### config.mk
export PLATFORM = sky130hd
export DESIGN_NAME = lsfault_guard
export DESIGN_NICKNAME = d
export VERILOG_FILES = /design/src/rtl/lsfg_pkg.sv /design/src/rtl/lsfg_sync.sv /design/src/rtl/lsfg_alarm.sv /design/src/rtl/lsfg_gate.sv /design/src/rtl/lsfault_guard.sv
export SDC_FILE = /design/constraint.sdc
export NUM_CORES = 1
export LEC_CHECK = 0
export BUFFER_PORTS_ARGS = -buffer_cell sky130_fd_sc_hd__buf_2
export CAP_MARGIN = 30
export CORE_ASPECT_RATIO = 1.2
export CORE_MARGIN = 3
export CORE_UTILIZATION = 55
export CTS_CLUSTER_DIAMETER = 100
export DETAILED_ROUTE_END_ITERATION = 6
export GPL_TIMING_DRIVEN = 0
export PLACE_DENSITY_LB_ADDON = 0.15
export SKIP_CTS_REPAIR_TIMING = 1
export SLEW_MARGIN = 20
export SYNTH_ARGS = -nofsm -noshare
export SYNTH_HDL_FRONTEND = slang
export SYNTH_HIERARCHICAL = 1
export SYNTH_SLANG_ARGS = --single-unit
### constraint.sdc
create_clock -name clk -period 1.9 [get_ports clk]
set_input_delay 0.38 -clock clk [delete_from_list [all_inputs] [get_ports clk]]
set_output_delay 0.38 -clock clk [all_outputs]
set_load 0.005 [all_outputs]
### src/rtl/lsfg_pkg.sv
package lsfg_pkg;

    // Synchronized comparator flags, MSB first as packed in the top
    typedef struct packed {
        logic sup_on;
        logic sup_off;
        logic oc;
        logic ot;
        logic ot_rel;
    } flags_t;

    localparam int FLAG_W = $bits(flags_t);

    // Latched fault sources
    typedef struct packed {
        logic uv;
        logic oc;
        logic ot;
    } src_t;

    function automatic logic any_src(input src_t s);
        return s.uv | s.oc | s.ot;
    endfunction

endpackage

### src/rtl/lsfg_sync.sv
module lsfg_sync #(
    parameter int W = 1
) (
    input  logic         clk,
    input  logic         rst,
    input  logic [W-1:0] d,
    output logic [W-1:0] q
);
    generate
        for (genvar i = 0; i < W; i++) begin : g_bit
            logic meta;
            logic stab;
            always_ff @(posedge clk) begin
                if (rst) begin
                    meta <= 1'b0;
                    stab <= 1'b0;
                end else begin
                    meta <= d[i];
                    stab <= meta;
                end
            end
            assign q[i] = stab;
        end
    endgenerate
endmodule

### src/rtl/lsfg_alarm.sv
module lsfg_alarm
    import lsfg_pkg::*;
#(
    parameter int PULSE_CYC  = 1000,
    parameter int OC_DLY_CYC = 8
) (
    input  logic   clk,
    input  logic   rst,
    input  flags_t flg,
    output src_t   src
);
    localparam int TW = $clog2(PULSE_CYC + 1);
    localparam int QW = $clog2(OC_DLY_CYC + 1);
    localparam logic [TW-1:0] T_LOAD = TW'(PULSE_CYC);
    localparam logic [QW-1:0] Q_LAST = QW'(OC_DLY_CYC - 1);

    logic [TW-1:0] tmr;
    logic [QW-1:0] qcnt;
    src_t          lat;
    src_t          lat_nx;
    logic          set_uv, set_oc, set_ot, any_set, expired;

    assign expired = (tmr == '0);
    assign set_uv  = flg.sup_off & ~lat.uv;
    assign set_oc  = flg.oc & ~lat.oc & (qcnt == Q_LAST);
    assign set_ot  = flg.ot & ~lat.ot;
    assign any_set = set_uv | set_oc | set_ot;

    always_comb begin
        lat_nx = lat;
        if (set_uv)
            lat_nx.uv = 1'b1;
        else if (lat.uv && expired && flg.sup_on && !flg.sup_off)
            lat_nx.uv = 1'b0;

        if (set_oc)
            lat_nx.oc = 1'b1;
        else if (lat.oc && expired)
            lat_nx.oc = 1'b0;

        if (set_ot)
            lat_nx.ot = 1'b1;
        else if (lat.ot && expired && flg.ot_rel && !flg.ot)
            lat_nx.ot = 1'b0;
    end

    always_ff @(posedge clk) begin
        if (rst) begin
            lat  <= '{uv: 1'b1, oc: 1'b0, ot: 1'b0};
            tmr  <= '0;
            qcnt <= '0;
        end else begin
            lat <= lat_nx;
            if (any_set)
                tmr <= T_LOAD;
            else if (!expired)
                tmr <= tmr - 1'b1;
            if (!flg.oc || lat.oc)
                qcnt <= '0;
            else if (qcnt != Q_LAST)
                qcnt <= qcnt + 1'b1;
        end
    end

    assign src = lat;
endmodule

### src/rtl/lsfg_gate.sv
module lsfg_gate #(
    parameter int N_PH = 3
) (
    input  logic            clk,
    input  logic            rst,
    input  logic            block,
    input  logic [N_PH-1:0] cmd,
    output logic [N_PH-1:0] drv
);
    generate
        for (genvar p = 0; p < N_PH; p++) begin : g_ph
            logic armed;
            always_ff @(posedge clk) begin
                if (rst)
                    armed <= 1'b0;
                else if (block)
                    armed <= 1'b0;
                else if (!cmd[p])
                    armed <= 1'b1;
            end
            assign drv[p] = cmd[p] & armed & ~block;
        end
    endgenerate
endmodule

### src/rtl/lsfault_guard.sv
module lsfault_guard
    import lsfg_pkg::*;
#(
    parameter int N_PH       = 3,
    parameter int PULSE_CYC  = 1000,
    parameter int OC_DLY_CYC = 8
) (
    input  logic            clk,
    input  logic            rst,
    input  logic            sup_on_i,
    input  logic            sup_off_i,
    input  logic            oc_i,
    input  logic            ot_i,
    input  logic            ot_rel_i,
    input  logic [N_PH-1:0] gate_cmd_i,
    output logic            fault_n_o,
    output logic [N_PH-1:0] gate_o
);
    logic [FLAG_W-1:0] flg_raw;
    logic [FLAG_W-1:0] flg_q;
    flags_t            flg_s;
    src_t              src;
    logic              fault_act;

    assign flg_raw = {sup_on_i, sup_off_i, oc_i, ot_i, ot_rel_i};

    lsfg_sync #(.W(FLAG_W)) u_sync (
        .clk(clk), .rst(rst), .d(flg_raw), .q(flg_q)
    );

    assign flg_s = flags_t'(flg_q);

    lsfg_alarm #(.PULSE_CYC(PULSE_CYC), .OC_DLY_CYC(OC_DLY_CYC)) u_alarm (
        .clk(clk), .rst(rst), .flg(flg_s), .src(src)
    );

    assign fault_act = any_src(src);
    assign fault_n_o = ~fault_act;

    lsfg_gate #(.N_PH(N_PH)) u_gate (
        .clk(clk), .rst(rst), .block(fault_act), .cmd(gate_cmd_i), .drv(gate_o)
    );
endmodule

# Word level (Yosys, flattened, before mapping)

Cells that the tools add are included.

Flip-flop bits (word level): 30
Bits in latches: 0
RAM bits: 0
Memory bits (read-only): 0
Input bits: 10
Output and inout bits: 4
Logic and storage cells: 66
Memories: 0

Add/sub/neg operators: 2
$mul: 0
Divide/modulo/power cells: 0
Order comparisons: 0
Eq/ne operators: 3
Shift operators: 0
Multiplexer cells: 6
Bitwise operators: 18
Reductions and logical operators: 18

Operators by type and width:

| cell                                                | number |
|---|---|
| two-way mux 10 bit                                  | 2 |
| AND 1 bit                                           | 10 |
| logical NOT 10 bit                                  | 1 |
| subtractor 10 x 1 -> 10 bit (second input constant) | 1 |
| OR reduction 2 bit                                  | 4 |
| logical AND 1 bit                                   | 7 |
| adder 4 x 1 -> 4 bit (second input constant)        | 1 |
| == test 4 x 3 -> 1 bit (second input constant)      | 1 |
| two-way mux 1 bit                                   | 4 |
| != test 4 x 3 -> 1 bit (second input constant)      | 1 |
| NOT 1 bit                                           | 4 |
| bitwise OR 1 bit                                    | 4 |
| nonzero test 2 bit                                  | 2 |
| logical NOT 1 bit                                   | 3 |
| != test 2 x 1 -> 1 bit (second input constant)      | 1 |
| logical OR 1 bit                                    | 1 |

# Depth between registers and ports, before layout

Gate-level depths: netlist of run 1.

Word-level depth: 6
Mapped depth: 6

# By module

Netlist of run 1, hierarchy kept.

Modules (own cells, without submodules):

| module        | instances | cells each | area each (um2) | sequential area each (um2) |
|---|---|---|---|---|
| lsfg_alarm    | 1         | 90         | 778.2           | 340.3 |
| lsfg_sync     | 1         | 25         | 300.3           | 200.2 |
| lsfg_gate     | 1         | 16         | 128.9           | 60.1 |
| lsfault_guard | 1         | 2          | 11.3            | 0.0 |

# Worst setup path before layout of run 1

Ideal clock, no wire load.

Path type: flip-flop to flip-flop
From: register u_alarm.tmr[0]
To: register u_alarm.tmr[5]
Arrival time: 1.510 ns
Required time: 1.826 ns
Setup slack: 0.316 ns
Stages on the path, launching flop included: 7
Clock period less this slack: 1.584 ns
Path through: dfxtp_1 > inv_1 > ha_1 > nor2b_1 > and2_1 > or3_2 > a31oi_1

Longest elaborated chain between the ends: 3

Ends and longest elaborated chain:

| item                        | RTL line         | source |
|---|---|---|
| start: declaration          | lsfg_alarm.sv:17 | `logic [TW-1:0] tmr;` |
| start signal: assignment    | lsfg_alarm.sv:57 | `tmr <= tmr - 1'b1;` |
| subtractor 10 x 1 -> 10 bit | lsfg_alarm.sv:57 |  |
| two-way mux 10 bit          | lsfg_alarm.sv:56 | `else if (!expired)` |
| two-way mux 10 bit          | lsfg_alarm.sv:54 | `if (any_set)` |

Parallel ways exist; a longest one is shown, timed or not. The select of a mux whose other input is x is not followed.
A chain may end at the register's enable or synchronous reset.

# Worst setup path after layout of run 1

Ends and elaborated chain as after synthesis.

==> impl_metrics.tcl, run 1 <==
set metrics [dict create \
    initialDrtViolationCount 19 \
    report.final.setup_viol 0 \
    cts_made_buffers 5 \
    post_detailed_route_count_of_antenna_violating_nets 0 \
    mostFrequentLayoutCells "30 x dfxtp_1, 13 x buf_2, 13 x nor2_1" \
    synth-simple-area-share_pct 27.93 \
    cts-root-to-sink-buffers 2 \
    core.rowCount 18 \
    drive_gt1_share_pct 23.03 \
    power_report.internal_total_mw 1.182 \
    cp_max_fo 7 \
    required_time_at_the_worst_slack_endpoint_ps 2150 \
    rsz0062_at_grt "no" \
    synth_area_leaders "dfxtp_1 49%, nor2b_1 6.2%, nor2_1 4.0%, buf_4 3.1%, a31oi_1 2.6%" \
    fp.dieH_um 57.57 \
    drv_slew 0 \
    power.switching_mw 0.6196 \
    fin_hold_ws_ps 250.7 \
    hold_viol_final 0 \
    clock-root-buffer "clkbuf_4" \
    detail_route.vias_per_cell 5.115 \
    post_synth_instance_area_um2 1219 \
    synth_seq_cells 30 \
    power.leakage_nw 0.5473 \
    htreeDepth 2 \
    grt_antenna_before_repair 0 \
    commonest_non_fill_non_tap_cell_in_the_layout "dfxtp_1" \
    clk-insertion-delay-late_ps 310 \
    place.gp.congestion 0.7904 \
    dp.cells 176 \
    yosys_cell_types 32 \
    critPathKind "reg -> reg" \
    final_min_period_over_clock_period_pct 91.00 \
    postSynthNetCount 145 \
    max_cap_viol_count 0 \
    drc 0 \
    clkPwrFrac_pct 19.7 \
    grt_first_pass_wirelength_um 3670 \
    cts_tree "done" \
    post_synth_fa_ha_maj_area_fraction_pct 2.053 \
    share_comb_of_total_power_pct 32.8 \
    fin_tns_setup_ps 0 \
    effective_utilization_at_floorplan_pct 58.82 \
    start_kind "flip-flop" \
    die_x_um 48.97 \
    die_area_um2 2819 \
    grt-ovfl-total 0 \
    finClkSkew_ps 6.370 \
    post_synth_xor_area_fraction_pct 1.437 \
    coreArea_um2 2072 \
    place.port_buffers 13 \
    setup.worst_path.end_class "flip-flop" \
    pin_count 14 \
    synth_top_family_by_area "simple AND/OR/NAND/NOR gates" \
    relative_slew_slack_pct 69.82 \
    detailedRoute.firstPassIterationCount 4 \
    global_route.usage.total_pct 17.05 \
    tightest_slew_ps 452.7 \
    cp_data_arrival_time_ps 1980 \
    swShare_pct 34.40 \
    hold_path_class "in -> reg" \
    first_global_vias 944 \
    ir_drop_v 0.0009899 \
    ff_latch_area_um2 600.6 \
    final_antenna_diode_count 0 \
    num_vias 931 \
    wirelength_um 1984 \
    synth_top_area_cell "dfxtp_1" \
    yosysTopAreaCellShare_pct 49.28 \
    finalCriticalPeriod_ps 1729 \
    dp.final_hpwl_um 1478 \
    status "completed" \
    dominantRegCellSynth "dfxtp_1" \
    yosysSeqAreaShare_pct 49.28 \
    wl_per_cell_um 10.90 \
    area_growth_from_synthesis_to_layout_pct 12.63 \
    synthCells 133 \
    synth_warnings 6 \
    grt_start_max_net_pins 14 \
    final_cells 182 \
    post_synth_mux_area_share_pct 1.643 \
    synth-edff-count 0 \
    fill_cells 190 \
    multi_input_area_um2 550.5 \
    synth_compound_area_share_pct 12.11 \
    cts_clk_pin_slew_worst_paths_ps 80 \
    pwr-share-seq_pct 47.5 \
    clock-sinks 30 \
    fmax_mhz 578.4 \
    finalNetCount 165 \
    async_reset_ff_share_pct 0 \
    power-per-cell-area_nw_per_um2 1312 \
    post_synth.cell_area_avg_um2 9.163 \
]
[area by class of cell]
type	count	area share (%)
Timing Repair Buffer	13	4.740
Buffer	6	3.008
Clock buffer	6	3.737
Inverter	7	1.914
Multi-Input combinational cell	90	40.11
Sequential cell	30	43.76
Tap cell	30	2.735
[sequential cells by signal, summed over array words and instances (netlist names)]
register and cells:
u_alarm/qcnt 4, u_alarm/src 3, u_alarm/tmr 10, u_sync/g_bit.meta 5
u_sync/g_bit.stab 5, u_gate/g_ph.armed 3
[through the flow]
step           power, mW  instance area [um2]  util, %  worst slack [ps]
6_report           1.801                 1373    66.24             171.0
5_1_grt            1.948                 1373    66.24             64.04
4_1_cts            1.813                 1373    66.24             169.2
3_5_place_dp       1.456                 1321    63.77             189.6
3_3_place_gp       1.421                 1321    63.77             229.4
2_1_floorplan      1.327                 1219        -             316.0
[worst paths after layout]
check	from	end	slack [ps]	depth (start not counted)
max	u_alarm/tmr[0]	u_alarm/tmr[5]	170	6
min reg2reg	u_sync/g_bit[2].meta	u_sync/g_bit[2].stab	440	1
max reg2reg	u_alarm/tmr[0]	u_alarm/tmr[5]	170	6
min	gate_cmd_i[1]	u_gate/g_ph[1].armed	250	2
[routing by layer]
layer	wire, um	global-route usage (%)	share of wire, %
met4	55	13.41	2.8
met3	71	4.700	3.6
met2	978	28.54	49
met1	880	18.09	44
met5	0	0	0
[critical path: stages, from the launching register on]
cell,delay [ps]
dfxtp_1,400
inv_1,60
ha_1,270
nor2b_1,170
and2_1,190
or3_2,410
a31oi_1,160
[cell usage after synthesis, types with 3 or more instances]
library cell,n
a21oi_1,6
a21oi_2,3
a31oi_1,5
buf_4,5
dfxtp_1,30
inv_1,7
nand2_1,7
nand2b_1,4
nand3_1,6
nor2_1,13
nor2b_1,12
nor3_1,3
o21ai_0,5
or2_2,3
[logic make-up after synthesis]
family,Yosys count
mux,2
compound gates,23
xor+xnor,2
flops,30
simple gates,61
buf+inv,13
fa+ha+maj,2
[power by group through the flow]
stage	sequential (mW)	combinational (mW)	clock [mW]
after floorplan	0.835	0.491	0
after global placement	0.853	0.569	0
after detailed placement	0.867	0.589	0
after CTS	0.852	0.591	0.370
after global routing	0.875	0.681	0.392
final	0.856	0.591	0.354
No activity file was read; power rests on OpenSTA's default activity.
==> inputs of run 2 (changes only) <==
Settings changed: ABC_AREA set to 1, CORE_UTILIZATION 55 to 56, PLACE_DENSITY_LB_ADDON 0.15 to 0.3.
==> impl_metrics.tcl, run 2 <==
set metrics [dict create \
    status "completed" \
    path_delay_family "flip-flops" \
    dp.final_hpwl_um 1727 \
    grt_antenna_before_repair 0 \
    maximum_single_stage_delay_on_the_critical_path_ps 370 \
    yosys_cell_types 24 \
    wirelength_um 2239 \
    hold_viol_final 0 \
    rsz0062_at_grt "no" \
    coreArea_um2 2185 \
    die_x_um 50.93 \
    core.rowCount 18 \
    mostFrequentLayoutCells "34 x inv_1, 30 x dfxtp_1, 28 x nor2_1" \
    synth_warnings 6 \
    cpMostUsedCell "nor2_1" \
    met1_usage_pct 17.00 \
    synthCells 182 \
    synth_compound_area_share_pct 8.395 \
    grt_busiest_layer "met2" \
    grt-ovfl-total 0 \
    yosysTopAreaCellShare_pct 44.28 \
    setup.worst_path.end_class "output port" \
    report.final.setup_viol 0 \
    synth_area_leaders "dfxtp_1 44%, inv_1 9.4%, nor2_1 7.7%, nand2_1 6.6%, nand3_1 5.9%" \
    post_synth_fa_ha_maj_area_fraction_pct 1.845 \
    cts_made_buffers 5 \
    final_antenna_diode_count 0 \
    post_synth.cell_area_avg_um2 7.452 \
    ir_drop_v 0.0008909 \
    yosysSeqAreaShare_pct 44.28 \
    area_growth_from_synthesis_to_layout_pct 11.99 \
    final_cells 233 \
    postSynthNetCount 194 \
    tightest_slew_ps 368.9 \
    finClkSkew_ps 6.276 \
    post_synth_instance_area_um2 1356 \
    dp_slack_ps 537.6 \
    place.gp.congestion 0.7927 \
    gr-usage-met2_pct 34.44 \
    grt_start_max_net_pins 11 \
    cts_clk_pin_slew_worst_paths_ps 80 \
    initialDrtViolationCount 21 \
    power-per-cell-area_nw_per_um2 1289 \
    synth_top_area_cell "dfxtp_1" \
    hold_path_class "in -> reg" \
    drc 0 \
    power.leakage_nw 0.7506 \
    path_buf_inv 1 \
    effective_utilization_at_floorplan_pct 62.08 \
    synth-edff-count 0 \
    dominantRegCellSynth "dfxtp_1" \
    fmax_mhz 654.6 \
    final_min_period_over_clock_period_pct 80.40 \
    num_vias 1120 \
    yosys.cell_count.top_type "inv_1" \
    detailedRoute.firstPassIterationCount 4 \
    start_kind "flip-flop" \
    drive_gt1_share_pct 23.65 \
    cts_tree "done" \
    fp.dieH_um 59.91 \
    pin_count 14 \
    fin_tns_setup_ps 0 \
    wl_per_cell_um 9.609 \
    place.port_buffers 13 \
    commonest_non_fill_non_tap_cell_in_the_layout "inv_1" \
    first_global_vias 1084 \
    synth-simple-area-share_pct 29.61 \
    synth_seq_cells 30 \
    max_cap_viol_count 0 \
    finalCriticalPeriod_ps 1528 \
    grt_use_met3_pct 6.733 \
    synth_top_family_by_area "simple AND/OR/NAND/NOR gates" \
    required_time_at_the_worst_slack_endpoint_ps 1520 \
    post_synth_xor_area_fraction_pct 0.6458 \
    final_total_pwr_mw 1.958 \
    htreeDepth 2 \
    async_reset_ff_share_pct 0 \
    detail_route.vias_per_cell 4.807 \
    cp_max_fo 5 \
    global_route.usage.total_pct 18.27 \
    cp_data_arrival_time_ps 1150 \
    critPathKind "reg -> out" \
    grt_first_pass_wirelength_um 4105 \
    reg_top3 "u_alarm/tmr (10), u_sync/g_bit.meta (5), u_sync/g_bit.stab (5)" \
    finalNetCount 214 \
    crit_path_cell_trace "nor2_1 > nand2_1 > nor2_1 > buf_2" \
    dp.cells 225 \
    number_of_flip_flops_under_the_largest_register_name 10 \
    post_detailed_route_count_of_antenna_violating_nets 0 \
    fin_ws_ps 372.4 \
    drv_slew 0 \
    relative_slew_slack_pct 75.22 \
    largest-register "u_alarm/tmr" \
    clk-insertion-delay-late_ps 320 \
    fin_hold_ws_ps 257.4 \
    clock-root-buffer "clkbuf_4" \
    synth_commonest_cells "34 x inv_1, 30 x dfxtp_1, 28 x nor2_1" \
    crit_slowest_cell "dfxtp_1" \
    cts-root-to-sink-buffers 2 \
    clock-sinks 30 \
    post_synth_mux_area_share_pct 0 \
    die_area_um2 3051 \
]
run 2: where the power goes:
group          total (mW)  internal (mW)  switching [mW]  leakage (nW)
Sequential          0.823          0.737          0.0855         0.246
Clock               0.384          0.179           0.205        0.0353
Combinational       0.751          0.288           0.463         0.469
run 2: routing by layer:
layer	wire length, um	up-vias
li1	-	591
met1	907	507
met2	1177	18
met3	111	4
met4	43	0
met5	0	-
run 2: tightest hold or removal path, delay by kind of cell:
| kind | cells | cell delay [ps] |
|---|---|---|
| buf+inv | 2 | 100 |
| simple gates | 1 | 60 |
run 2: path summary, 6_finish.rpt:
check / from / end / slack (ps) / cells after the start
setup / recovery: u_alarm/src[1] / gate_o[2] / 370 / 4
hold / removal: oc_i / u_sync/g_bit[2].meta / 260 / 3
setup reg to reg: u_alarm/tmr[0] / u_alarm/src[0] / 520 / 8
hold reg to reg: u_sync/g_bit[4].meta / u_sync/g_bit[4].stab / 400 / 2
run 2: final cells by class:
| class | instances | area (um2) |
|---|---|---|
| flip-flops and latches | 30 | 600.6 |
| fillers | 196 | 665.6 |
| well taps | 30 | 37.54 |
| repair buffers | 13 | 65.06 |
| clock inverters | 1 | 5.005 |
| clock buffers | 7 | 55.05 |
| inverters | 36 | 135.1 |
| multi-input cells | 108 | 549.3 |
| plain buffers | 8 | 71.32 |
run 2: cell families after synthesis:
kind of cell / Yosys count
and+or+nand+nor: 85
AOI/OAI and AO/OA: 20
buffers and inverters: 44
xor gates and xnor gates: 1
DFF: 30
adders and majority gates: 2
run 2: per-stage QoR:
stage / instance area [um2] / util, %
final: 1519 / 69.53
after global routing: 1519 / 69.53
after CTS: 1519 / 69.53
after detailed placement: 1459 / 66.78
after global placement: 1459 / 66.78
after floorplan: 1356 / -
